<file path="config.mk">
export PLATFORM = sky130hd
export DESIGN_NAME = pcx_cfg_xlate
export DESIGN_NICKNAME = d
export VERILOG_FILES = /design/src/rtl/pcx_pkg.sv /design/src/rtl/pcx_lowbit_enc.sv /design/src/rtl/pcx_field_decode.sv /design/src/rtl/pcx_out_stage.sv /design/src/rtl/pcx_cfg_xlate.sv
export SDC_FILE = /design/constraint.sdc
export NUM_CORES = 1
export LEC_CHECK = 0
export BUFFER_PORTS_ARGS = -buffer_cell sky130_fd_sc_hd__buf_2
export CORE_ASPECT_RATIO = 0.75
export CORE_UTILIZATION = 45
export CTS_BUF_LIST = sky130_fd_sc_hd__clkbuf_8 sky130_fd_sc_hd__clkbuf_16
export DETAILED_ROUTE_END_ITERATION = 7
export PLACE_DENSITY = 0.81
export REMOVE_ABC_BUFFERS = 1
export SYNTH_ARGS = -nofsm -noshare
export SYNTH_HDL_FRONTEND = slang
export SYNTH_SLANG_ARGS = --single-unit
</file>
<file path="constraint.sdc">
create_clock -name clk -period 5.35 [get_ports clk]
set_input_delay 0 -clock clk [delete_from_list [all_inputs] [get_ports clk]]
set_output_delay 0 -clock clk [all_outputs]
set_load 0.01 [all_outputs]
</file>
<file path="src/rtl/pcx_pkg.sv">
package pcx_pkg;

   localparam int CYC_W = 32;

   typedef enum logic [1:0] {
      SZ_BYTE = 2'd0,
      SZ_HALF = 2'd1,
      SZ_WORD = 2'd2,
      SZ_RSVD = 2'd3
   } pcx_size_e;

   typedef struct packed {
      logic             drop;
      logic             sel_empty;
      logic [CYC_W-1:0] addr;
      logic [CYC_W-1:0] fill;
   } pcx_xlate_t;

endpackage

</file>
<file path="src/rtl/pcx_lowbit_enc.sv">
module pcx_lowbit_enc #(
   parameter int IN_W  = 21,
   parameter int OUT_W = 5
) (
   input  logic [IN_W-1:0]  vec,
   output logic [OUT_W-1:0] idx,
   output logic             none
);

   if (IN_W > (1 << OUT_W)) begin : g_bad_width
      $error("pcx_lowbit_enc: OUT_W too small for IN_W");
   end

   function automatic logic [IN_W-1:0] bit_mask(input int b);
      logic [IN_W-1:0] m;
      for (int i = 0; i < IN_W; i++) m[i] = ((i >> b) & 1) != 0;
      return m;
   endfunction

   logic [IN_W-1:0] iso;

   // isolate the lowest set bit
   assign iso  = vec & (~vec + {{(IN_W-1){1'b0}}, 1'b1});
   assign none = ~|vec;

   for (genvar b = 0; b < OUT_W; b++) begin : g_idx
      assign idx[b] = |(iso & bit_mask(b));
   end

endmodule

</file>
<file path="src/rtl/pcx_field_decode.sv">
module pcx_field_decode
   import pcx_pkg::*;
#(
   parameter int LO_W      = 16,
   parameter int UP_W      = 16,
   parameter int SEL_LSB   = 11,
   parameter int FN_LSB    = 8,
   parameter int BUS_LSB   = 16,
   parameter int BUS_W     = 8,
   parameter int DEV_W     = 5
) (
   input  logic [LO_W-1:0]  req_addr,
   input  logic [1:0]       req_size,
   input  logic             req_write,
   input  logic [UP_W-1:0]  map_upper,
   input  logic             map_type1,
   input  logic [BUS_W-1:0] bus_num,
   output pcx_xlate_t       res
);

   localparam int JOIN_W = LO_W + UP_W;
   localparam int SEL_W  = JOIN_W - SEL_LSB;

   if (JOIN_W != CYC_W) begin : g_bad_join
      $error("pcx_field_decode: joined width must equal cycle width");
   end
   if (BUS_LSB + BUS_W > CYC_W - 1 || SEL_LSB + DEV_W > BUS_LSB) begin : g_bad_layout
      $error("pcx_field_decode: output fields overlap");
   end

   logic [JOIN_W-1:0] joined;
   logic [DEV_W-1:0]  dev;
   logic              sel_none;
   logic              misalign;
   logic              reject;
   pcx_size_e         sz;

   assign joined = {map_upper, req_addr};
   assign sz     = pcx_size_e'(req_size);

   pcx_lowbit_enc #(.IN_W(SEL_W), .OUT_W(DEV_W)) u_enc (
      .vec  (joined[JOIN_W-1:SEL_LSB]),
      .idx  (dev),
      .none (sel_none)
   );

   always_comb begin
      unique case (sz)
         SZ_BYTE: misalign = 1'b0;
         SZ_HALF: misalign = req_addr[0];
         SZ_WORD: misalign = |req_addr[1:0];
         default: misalign = 1'b1;
      endcase
   end

   assign reject = map_type1 | sel_none | misalign;

   always_comb begin
      res           = '0;
      res.drop      = reject;
      res.sel_empty = sel_none;
      if (!reject) begin
         res.addr[CYC_W-1]              = 1'b1;
         res.addr[BUS_LSB +: BUS_W]     = bus_num;
         res.addr[SEL_LSB +: DEV_W]     = dev;
         res.addr[SEL_LSB-1:FN_LSB]     = joined[SEL_LSB-1:FN_LSB];
         res.addr[FN_LSB-1:0]           = joined[FN_LSB-1:0];
      end else if (!req_write) begin
         unique case (sz)
            SZ_BYTE: res.fill = {{(CYC_W-8){1'b0}}, 8'hFF};
            SZ_HALF: res.fill = {{(CYC_W-16){1'b0}}, 16'hFFFF};
            default: res.fill = '1;
         endcase
      end
   end

endmodule

</file>
<file path="src/rtl/pcx_out_stage.sv">
module pcx_out_stage
   import pcx_pkg::*;
(
   input  logic             clk,
   input  logic             rst_n,
   input  logic             req_valid,
   output logic             req_ready,
   input  logic             req_write,
   input  logic [1:0]       req_size,
   input  logic [CYC_W-1:0] req_wdata,
   input  pcx_xlate_t       res,
   output logic             cyc_valid,
   input  logic             cyc_ready,
   output logic [CYC_W-1:0] cyc_addr,
   output logic             cyc_write,
   output logic [1:0]       cyc_size,
   output logic [CYC_W-1:0] cyc_wdata,
   output logic             cyc_drop,
   output logic [CYC_W-1:0] cyc_fill,
   output logic             sts_clr,
   output logic             err_sticky
);

   logic load;

   assign req_ready = ~cyc_valid | cyc_ready;
   assign load      = req_valid & req_ready;

   always_ff @(posedge clk or negedge rst_n) begin
      if (!rst_n) begin
         cyc_valid  <= 1'b0;
         sts_clr    <= 1'b0;
         err_sticky <= 1'b0;
      end else begin
         if (load)           cyc_valid <= 1'b1;
         else if (cyc_ready) cyc_valid <= 1'b0;
         sts_clr    <= load & ~res.drop;
         err_sticky <= err_sticky | (load & res.sel_empty);
      end
   end

   always_ff @(posedge clk) begin
      if (load) begin
         cyc_addr  <= res.addr;
         cyc_fill  <= res.fill;
         cyc_drop  <= res.drop;
         cyc_write <= req_write;
         cyc_size  <= req_size;
         cyc_wdata <= req_wdata;
      end
   end

endmodule

</file>
<file path="src/rtl/pcx_cfg_xlate.sv">
module pcx_cfg_xlate
   import pcx_pkg::*;
#(
   parameter int LO_W    = 16,
   parameter int UP_W    = 16,
   parameter int SEL_LSB = 11,
   parameter int FN_LSB  = 8,
   parameter int BUS_LSB = 16,
   parameter int BUS_W   = 8,
   parameter int DEV_W   = 5
) (
   input  logic             clk,
   input  logic             rst_n,
   input  logic             req_valid,
   output logic             req_ready,
   input  logic             req_write,
   input  logic [1:0]       req_size,
   input  logic [LO_W-1:0]  req_addr,
   input  logic [31:0]      req_wdata,
   input  logic [UP_W-1:0]  map_upper,
   input  logic             map_type1,
   input  logic [BUS_W-1:0] bus_num,
   output logic             cyc_valid,
   input  logic             cyc_ready,
   output logic [31:0]      cyc_addr,
   output logic             cyc_write,
   output logic [1:0]       cyc_size,
   output logic [31:0]      cyc_wdata,
   output logic             cyc_drop,
   output logic [31:0]      cyc_fill,
   output logic             sts_clr,
   output logic             err_sticky
);

   if (FN_LSB < 2 || FN_LSB >= SEL_LSB) begin : g_bad_fn
      $error("pcx_cfg_xlate: function field position invalid");
   end

   pcx_xlate_t res;

   pcx_field_decode #(
      .LO_W(LO_W), .UP_W(UP_W), .SEL_LSB(SEL_LSB), .FN_LSB(FN_LSB),
      .BUS_LSB(BUS_LSB), .BUS_W(BUS_W), .DEV_W(DEV_W)
   ) u_dec (
      .req_addr  (req_addr),
      .req_size  (req_size),
      .req_write (req_write),
      .map_upper (map_upper),
      .map_type1 (map_type1),
      .bus_num   (bus_num),
      .res       (res)
   );

   pcx_out_stage u_out (
      .clk        (clk),
      .rst_n      (rst_n),
      .req_valid  (req_valid),
      .req_ready  (req_ready),
      .req_write  (req_write),
      .req_size   (req_size),
      .req_wdata  (req_wdata),
      .res        (res),
      .cyc_valid  (cyc_valid),
      .cyc_ready  (cyc_ready),
      .cyc_addr   (cyc_addr),
      .cyc_write  (cyc_write),
      .cyc_size   (cyc_size),
      .cyc_wdata  (cyc_wdata),
      .cyc_drop   (cyc_drop),
      .cyc_fill   (cyc_fill),
      .sts_clr    (sts_clr),
      .err_sticky (err_sticky)
   );

endmodule

</file>
After elaboration in Yosys (flattened, before gate mapping)
Index checks and enable logic that the tools add are counted.

Logic and storage cells: 40. Bits in registers: 96. Output and inout bits: 104.

Mux-type cells: 5. Bitwise operators: 11. Equal/unequal tests: 2. Reductions and logical operators: 11. Add/sub/neg operators: 1.

Operators by type and width (count): one-hot mux 32 bit (2 select lines) (1); adder 21 x 1 -> 21 bit (second input constant) (1); bitwise AND 21 bit (1); inverter 21 bit (1); OR reduction 21 bit (1); OR reduction 10 bit (2); OR reduction 9 bit (1); OR reduction 8 bit (1); OR reduction 5 bit (1); bitwise OR 1 bit (4); OR reduction 2 bit (2); bitwise AND 1 bit (3); 2-to-1 mux 1 bit (3); one-hot mux 1 bit (3 select lines) (1); == test 2 x 1 -> 1 bit (second input constant) (1); == test 2 bit (second input constant) (1); logical NOT 2 bit (1); inverter 1 bit (2); nonzero test 2 bit (1); logical NOT 1 bit (1).

Depth between registers and ports, before layout
Gate-level depths: netlist of the first run.

Word-level depth: 6. Depth in mapped cells: 6. Gate-level depth less buffers: 5.

Modules after synthesis
From an unflattened synthesis of the first run, not the netlist that was laid out.

Cell total of the unflattened synthesis: 223. Area total of the unflattened synthesis: 3951.3 um2.

Modules (own cells, without submodules): pcx_out_stage (instances 1, area an instance 3128.0 um2, cells an instance 109, sequential area each 3078.0 um2); pcx_field_decode (instances 1, area an instance 533.0 um2, cells an instance 74, sequential area each 0.0 um2); pcx_lowbit_enc (instances 1, area an instance 290.3 um2, cells an instance 40, sequential area each 0.0 um2).

Worst setup path before layout of the first run
No wires, ideal clock.

Path kind: flip-flop to flip-flop. Start: register u_out.cyc_valid. End: register u_out.cyc_addr[0] (enable). Setup time: 0.430 ns. Path buffers: 0. Data arrival time: 2.134 ns. Cell stages (with the launch flop): 3. Path slack: 2.786 ns. Data required time: 4.920 ns. Period minus slack after synthesis: 2.564 ns. Path through: dfrtp_1 nand2b_1 and2_1.

Word-level cells in the longest chain between the ends: 3.

RTL lines: start: declaration (RTL line pcx_out_stage.sv:12) `output logic cyc_valid,`; start signal: assignment (RTL line pcx_out_stage.sv:31) `cyc_valid <= 1'b0;`; start signal: assignment (RTL line pcx_out_stage.sv:35) `if (load) cyc_valid <= 1'b1;`; start signal: assignment (RTL line pcx_out_stage.sv:36) `else if (cyc_ready) cyc_valid <= 1'b0;`; inverter 1 bit (RTL line pcx_out_stage.sv:26) `assign req_ready = ~cyc_valid | cyc_ready;`; bitwise OR 1 bit (RTL line pcx_out_stage.sv:26); net req_ready (RTL line pcx_cfg_xlate.sv:15) `output logic req_ready,`; bitwise AND 1 bit (RTL line pcx_out_stage.sv:27) `assign load = req_valid & req_ready;`; net u_out.load (RTL line pcx_out_stage.sv:24) `logic load;`; end signal: assignment (RTL line pcx_out_stage.sv:44) `cyc_addr <= res.addr;`; end: declaration (RTL line pcx_out_stage.sv:14) `output logic [CYC_W-1:0] cyc_addr,`.

The timed path passes the listed nets, and every way through them passes these cells. A chain may end at the register's enable or synchronous reset.

Worst setup path in the final report of the first run
Start: register u_out.cyc_valid. End: register u_out.cyc_wdata[9] (enable).

Word-level cells in the longest chain between the ends: 3.

RTL lines: inverter 1 bit (RTL line pcx_out_stage.sv:26); bitwise OR 1 bit (RTL line pcx_out_stage.sv:26); bitwise AND 1 bit (RTL line pcx_out_stage.sv:27); net u_out.load (RTL line pcx_out_stage.sv:24); end signal: assignment (RTL line pcx_out_stage.sv:49) `cyc_wdata <= req_wdata;`; end: declaration (RTL line pcx_out_stage.sv:17) `output logic [CYC_W-1:0] cyc_wdata,`.

The timed path passes the listed nets, and every way through them passes these cells.

==> impl_metrics.py, run 1 <==
metrics = {
    "global_route": {
        "grt_util_all_layers_pct": 23.6,
        "grt_pass1_vias": 2238,
        "grt_max_degree": 67,
        "antenna_found_initial": 0,
        "grt_overflow_total": 0,
        "grt_pass1_wl_um": 11200,
    },
    "die": {
        "die_area_sq_um": 6610,
        "initial_core_util_pct": 47.6,
        "die_x_um": 93.6,
        "rows": 24,
        "core_sq_um": 5950,
        "io_pins": 184,
        "fp.dieH_um": 70.7,
    },
    "clock_tree": {
        "cts_setup_buffers": 0,
        "ctsHtreeMaxLevel": 3,
        "cts_made_buffers": 9,
        "clk_pin_slew_ps": 70,
        "cts_tree": "yes",
        "root_buffer": "clkbuf_8",
        "cts.sinks": 67,
        "clockBufferDepth": 2,
        "worstSkewPairLatency_ps": 330,
    },
    "sta": {
        "layout_setup_ws_ps": 3670,
        "max_slew_margin_pct": 46.1,
        "hold_violations": 0,
        "fin_hold_ws_ps": 44.8,
        "worst_pin_slew_ps": 808,
        "rsz0062_at_grt": "no",
        "fin_tns_setup_ps": 0,
        "finalCriticalPeriod_ps": 1680,
        "skew_ps": 3.31,
        "period_share_pct": 31.3,
        "slew_viol_final": 0,
        "fmax_ghz": 0.597,
        "setup_violations": 0,
    },
    "setup_path": {
        "start_kind": "flop",
        "worstRegToRegCells": 3,
        "crit_arrival_ps": 1640,
        "critPathLaunch": "u_out.cyc_valid",
        "critPathCaptureType": "flop",
        "critical_path.max_stage_delay_ps": 620,
        "path_delay_family": "buffers and inverters",
        "crit_chain": "nand2b_1 -> and2_2 -> buf_4",
        "rr_startpoint": "u_out.cyc_valid",
        "critPathBufInv": 1,
        "critical_path.endpoint": "u_out.cyc_wdata[9]",
        "rr_endpoint": "u_out.cyc_wdata[9]",
        "critical_path.slowest_cell": "buf_4",
        "worst-path-stages": 3,
        "crit_required_ps": 5320,
        "r2r_slack_ps": 3670,
        "criticalPathCategory": "reg2reg",
        "critPathMaxFanout": 66,
    },
    "flow_run": {
        "drv_cap": 0,
    },
    "detailed_routing": {
        "viasPerCell": 4.69,
        "wl_per_cell_um": 15.4,
        "antenna_left": 0,
        "dr_total_vias": 2286,
        "drtIter0Drc": 96,
        "wirelength_um": 7510,
        "first_pass_iters": 4,
        "drc": 0,
    },
    "placed_design": {
        "hpwl_um": 4730,
        "routabilityCongestion": 0.896,
        "dpl_cell_area_sq_um": 3550,
        "place_ws_ps": 3440,
        "numPortBuffers": 176,
    },
    "finish": {
        "diodes": 0,
        "drive_gt1_share_pct": 49.1,
        "area_growth_pct": 53.8,
        "layout_common_cells": "buf_2, edfxtp_1, dlygate4sd3_1",
        "postLayoutCellArea_sq_um": 4350,
        "layout_commonest_cell": "buf_2",
        "final_nets": 484,
    },
    "logic_synthesis": {
        "yosysSeqAreaShare_pct": 70.6,
        "ys_seq_elements": 67,
        "yosysWarnings": 0,
        "synthesis.area_sq_um": 2830,
        "avgSynthCellArea_sq_um": 14.9,
        "syn_inst": 190,
        "ys_types": 37,
    },
    "power": {
        "power_density_nw_per_um2": 290,
        "p_leak_uw": 0.00195,
        "vdd.ir_drop.worst_mv": 0.176,
    },
    "status": {
        "status": "completed",
    },
    "worst_hold_path": {
        "hold_class": "in2reg",
    },
}
-- routing by layer --
metal	part of all wire (%)	global-route usage (%)	up-vias
met1	38	25.8	1060
met4	1.2	8.55	0
met5	0	0	-
met3	8.7	9.25	8
li1	-	-	1085
met2	52	41.7	133
-- worst min-delay path by stage --
stage / from / endpoint / slack, ps / cells past startpoint
after CTS: map_type1 / u_out.cyc_drop / 20 / 3
after global routing: map_type1 / u_out.cyc_drop / 50 / 3
after detailed placement: rst_n / u_out.sts_clr / -200 / 1
final: map_type1 / u_out.cyc_drop / 40 / 3
after global placement: rst_n / u_out.sts_clr / -200 / 1
after floorplan: rst_n / u_out.cyc_valid / -300 / 0
-- layout make-up --
type	instances	area (sq um)
timing repair buffer	235	1470
fill	407	1590
multi-input combinational	85	538
tap	78	97.6
clock inverter	7	101
inverter	6	25.0
sequential	67	2000
clock buffer	9	124
-- per-stage QoR --
stage                     util (%)  cells  power [uW]
after floorplan                  -    158         685
after global placement        59.6    413         762
after detailed placement      59.6    413         767
after CTS                     73.2    487        1270
after global routing          73.2    487        1310
final                         73.2    487        1260
-- where the power goes --
group	internal (uW)	total [uW]	switching [uW]	leakage [uW]
clock network	266	468	202	0.000111
logic	85.4	173	87.7	0.00118
registers	608	618	9.93	0.000659
-- logic make-up (layout without fill, tap and decap cells) --
group,after synthesis,count (layout),share of synthesized area [%]
flops,67,67,70.6
simple gates,61,61,13.2
other cells,1,7,0.133
compound gates,17,17,4.87
buf+inv,44,257,11.2
-- flip-flops by register name (all words and copies together) (netlist names) --
| name | count |
|---|---|
| u_out.cyc_addr | 25 |
| u_out.cyc_drop | 1 |
| u_out.cyc_fill | 3 |
| u_out.cyc_size | 2 |
| u_out.cyc_valid | 1 |
| u_out.cyc_wdata | 32 |
| u_out.cyc_write | 1 |
| u_out.err_sticky | 1 |
| u_out.sts_clr | 1 |
-- worst reg2reg max path, delay by kind of cell, from the launching register on --
family | cells | cell delay (ps)
buf+inv | 1 | 620
flops | 1 | 380
simple gates | 2 | 270
-- synthesized netlist by cell type, drive strengths merged --
master / count / share of area [%]
and4: 1 / 0.31
nand2: 3 / 0.40
nand3: 2 / 0.35
nand4: 1 / 0.44
a211oi: 1 / 0.27
o2111ai: 1 / 0.31
buf: 38 / 10
nor2b: 1 / 0.22
conb: 1 / 0.13
a21o: 2 / 0.53
edfxtp: 64 / 68
a32oi: 1 / 0.31
nand2b: 2 / 0.44
nor3b: 1 / 0.44
a21oi: 2 / 0.35
o31ai: 1 / 0.27
nor4: 6 / 1.9
or4: 2 / 0.53
o211ai: 1 / 0.27
and2: 20 / 4.4
o21ai: 3 / 0.53
o311ai: 1 / 0.93
nor3: 6 / 1.2
nand3b: 1 / 0.27
a31oi: 1 / 0.22
and3: 1 / 0.22
inv: 6 / 0.88
nor2: 13 / 1.7
or3b: 1 / 0.31
o31a: 1 / 0.31
a21boi: 1 / 0.27
a221oi: 1 / 0.31
dfrtp: 3 / 2.7
-- timing repair --
item                      4_1_cts  5_1_grt
gates resized for setup         0        0
hold buffers                   58        0
hold endpoints to repair       59        0
Note: power is estimated with default switching activity, not from simulation.
==> inputs of run 2 (changes only) <==
--- a/config.mk
+++ b/config.mk
@@ -7,10 +7,10 @@
 export LEC_CHECK = 0
 export BUFFER_PORTS_ARGS = -buffer_cell sky130_fd_sc_hd__buf_2
 export CORE_ASPECT_RATIO = 0.75
-export CORE_UTILIZATION = 45
+export CORE_UTILIZATION = 42
 export CTS_BUF_LIST = sky130_fd_sc_hd__clkbuf_8 sky130_fd_sc_hd__clkbuf_16
 export DETAILED_ROUTE_END_ITERATION = 7
-export PLACE_DENSITY = 0.81
+export PLACE_DENSITY = 0.76
 export REMOVE_ABC_BUFFERS = 1
 export SYNTH_ARGS = -nofsm -noshare
 export SYNTH_HDL_FRONTEND = slang
==> constraint.sdc (replaced) <==
create_clock -name clk -period 1.65 [get_ports clk]
set_input_delay 0 -clock clk [delete_from_list [all_inputs] [get_ports clk]]
set_output_delay 0 -clock clk [all_outputs]
set_load 0.01 [all_outputs]
==> run 2 against run 1 <==
  * Hold slack improved by 27 ps
  * Critical path depth is 4 higher
  * Register-to-register slack lost 3300 ps
  * Largest cell class unchanged
  * Count of clock-buffer cells in the layout did not move
  * First-iteration DRC count decreased by 8.3%
  * Cell area rose by 0.32%
  * Critical path type is now in2reg
  * Clock power grew to 2.8 times the previous value
  * Sequential share of layout area is 0.14 points lower
  * Sequential power grew to 3.2 times the previous value
  * Via count down 2.1%
  * Total power rose to 3.1 times the previous value
  * Largest power group unchanged
  * Critical endpoint is now u_out.cyc_fill[30]
==> impl_metrics.py, run 2 (same netlist as run 1, synthesis figures left out) <==
metrics = {
    "status": {
        "status": "completed",
    },
    "setup_path": {
        "criticalPathCategory": "in2reg",
        "critical_path.slowest_cell": "dlygate4sd3_1",
        "rr_startpoint": "u_out.cyc_valid",
        "critPathCaptureType": "flop",
        "critPathMaxFanout": 24,
        "crit_arrival_ps": 1450,
        "critPathLaunch": "req_size[1]",
        "r2r_slack_ps": 350,
        "crit_required_ps": 1740,
        "crit_chain": "dlygate4sd3_1 -> buf_2 -> nor2_1 -> a21o_1 -> o311ai_4 -> inv_4 -> nor3b_2",
        "start_kind": "primary input",
        "critical_path.max_stage_delay_ps": 530,
    },
    "placed_design": {
        "dpl_cell_area_sq_um": 3590,
        "place_inst": 420,
        "hpwl_um": 4620,
        "routabilityCongestion": 0.839,
        "numPortBuffers": 176,
    },
    "detailed_routing": {
        "drc": 0,
        "drtIter0Drc": 88,
        "dr_total_vias": 2239,
        "wirelength_um": 6860,
        "antenna_left": 0,
        "wl_per_cell_um": 13.9,
        "viasPerCell": 4.53,
        "first_pass_iters": 4,
    },
    "clock_tree": {
        "cts.sinks": 67,
        "clockBufferDepth": 2,
        "root_buffer": "clkbuf_8",
        "worstSkewPairLatency_ps": 330,
        "cts_setup_buffers": 0,
        "clk_pin_slew_ps": 70,
        "cts_made_buffers": 9,
        "cts_tree": "yes",
        "ctsHtreeMaxLevel": 3,
    },
    "sta": {
        "rsz0062_at_grt": "no",
        "setup_violations": 0,
        "skew_ps": 6.60,
        "hold_violations": 0,
        "finalCriticalPeriod_ps": 1360,
        "period_share_pct": 82.4,
        "slew_viol_final": 0,
        "fin_tns_setup_ps": 0,
        "fmax_ghz": 0.736,
    },
    "finish": {
        "diodes": 0,
        "layout_commonest_cell": "buf_2",
        "multi_input_area_sq_um": 538,
        "area_growth_pct": 54.3,
        "drive_gt1_share_pct": 49.4,
        "largest_reg_flops": 32,
        "layout_common_cells": "buf_2, edfxtp_1, dlygate4sd3_1",
        "largest_registers": "u_out.cyc_wdata: 32 flops, u_out.cyc_addr: 25 flops, u_out.cyc_fill: 3 flops",
        "postLayoutCellArea_sq_um": 4370,
        "seq_area_sq_um": 2000,
        "final_nets": 488,
        "regMostFlops": "u_out.cyc_wdata",
        "n_fill_cell": 458,
        "instances_no_fill": 494,
    },
    "power": {
        "finalPower_uw": 3870,
        "p_leak_uw": 0.00196,
        "vdd.ir_drop.worst_mv": 0.590,
        "power_density_nw_per_um2": 886,
    },
    "global_route": {
        "grt_pass1_vias": 2084,
        "grt_overflow_total": 0,
        "antenna_found_initial": 0,
        "grt_pass1_wl_um": 9970,
        "grt_util_all_layers_pct": 18.8,
        "grt_max_degree": 52,
    },
    "die": {
        "rows": 25,
        "initial_core_util_pct": 44.1,
        "core_sq_um": 6410,
        "fp.dieH_um": 73.1,
        "io_pins": 184,
        "die_x_um": 96.8,
        "die_area_sq_um": 7070,
    },
    "worst_hold_path": {
        "hold_class": "in2reg",
        "min_from": "map_upper[15]",
    },
    "flow_run": {
        "drv_cap": 0,
    },
}
==> run 2: critical path, delay by kind of cell <==
family / cells / cell delay (ps)
buf+inv: 3 / 890
compound gates: 2 / 300
simple gates: 2 / 260
==> run 2: area by class of cell <==
| cell class | count | area share [%] |
|---|---|---|
| clock buffers | 9 | 2.84 |
| clock inverters | 7 | 1.58 |
| repair buffers | 239 | 34.6 |
| flip-flops and latches | 67 | 45.7 |
| well taps | 81 | 2.32 |
| multi-input cells | 85 | 12.3 |
| inverters | 6 | 0.573 |
==> run 2: report_power, final <==
part           internal, uW  switching (uW)  total (uW)
logic                   287             278         565
registers              1970            30.0        2000
clock network           691             607        1300
total                  2950             916        3870
==> run 2: repair_timing <==
action	CTS	global route
hold endpoints to repair	60	0
gates resized for setup	0	0
hold buffers	58	0
==> run 2: final timing paths <==
kind,end,cells after the start
max in group asynchronous,u_out.cyc_valid,3
setup / recovery,u_out.cyc_fill[30],7
setup reg to reg,u_out.cyc_addr[21],3
min in group asynchronous,u_out.sts_clr,3
hold reg to reg,u_out.err_sticky,1
hold / removal,u_out.err_sticky,3
==> run 2: per-layer routing <==
metal	up-vias	part of all wire (%)	global-route usage [%]
li1	1089	-	-
met1	1035	37	19.2
met2	113	57	37.2
met3	2	6.0	5.84
met4	0	0.48	5.97
met5	-	0	0
==> run 2: stage by stage <==
| stage | utilization [%] | worst slack [ps] | hold slack (ps) |
|---|---|---|---|
| 5_1_grt | 68.1 | 213 | 56.8 |
| 4_1_cts | 68.1 | 300 | 53.4 |
| 6_report | 68.1 | 291 | 72.0 |
| 3_3_place_gp | 56.0 | 91.5 | -204 |
| 2_1_floorplan | - | -914 | -296 |
| 3_5_place_dp | 56.0 | 13.3 | -200 |
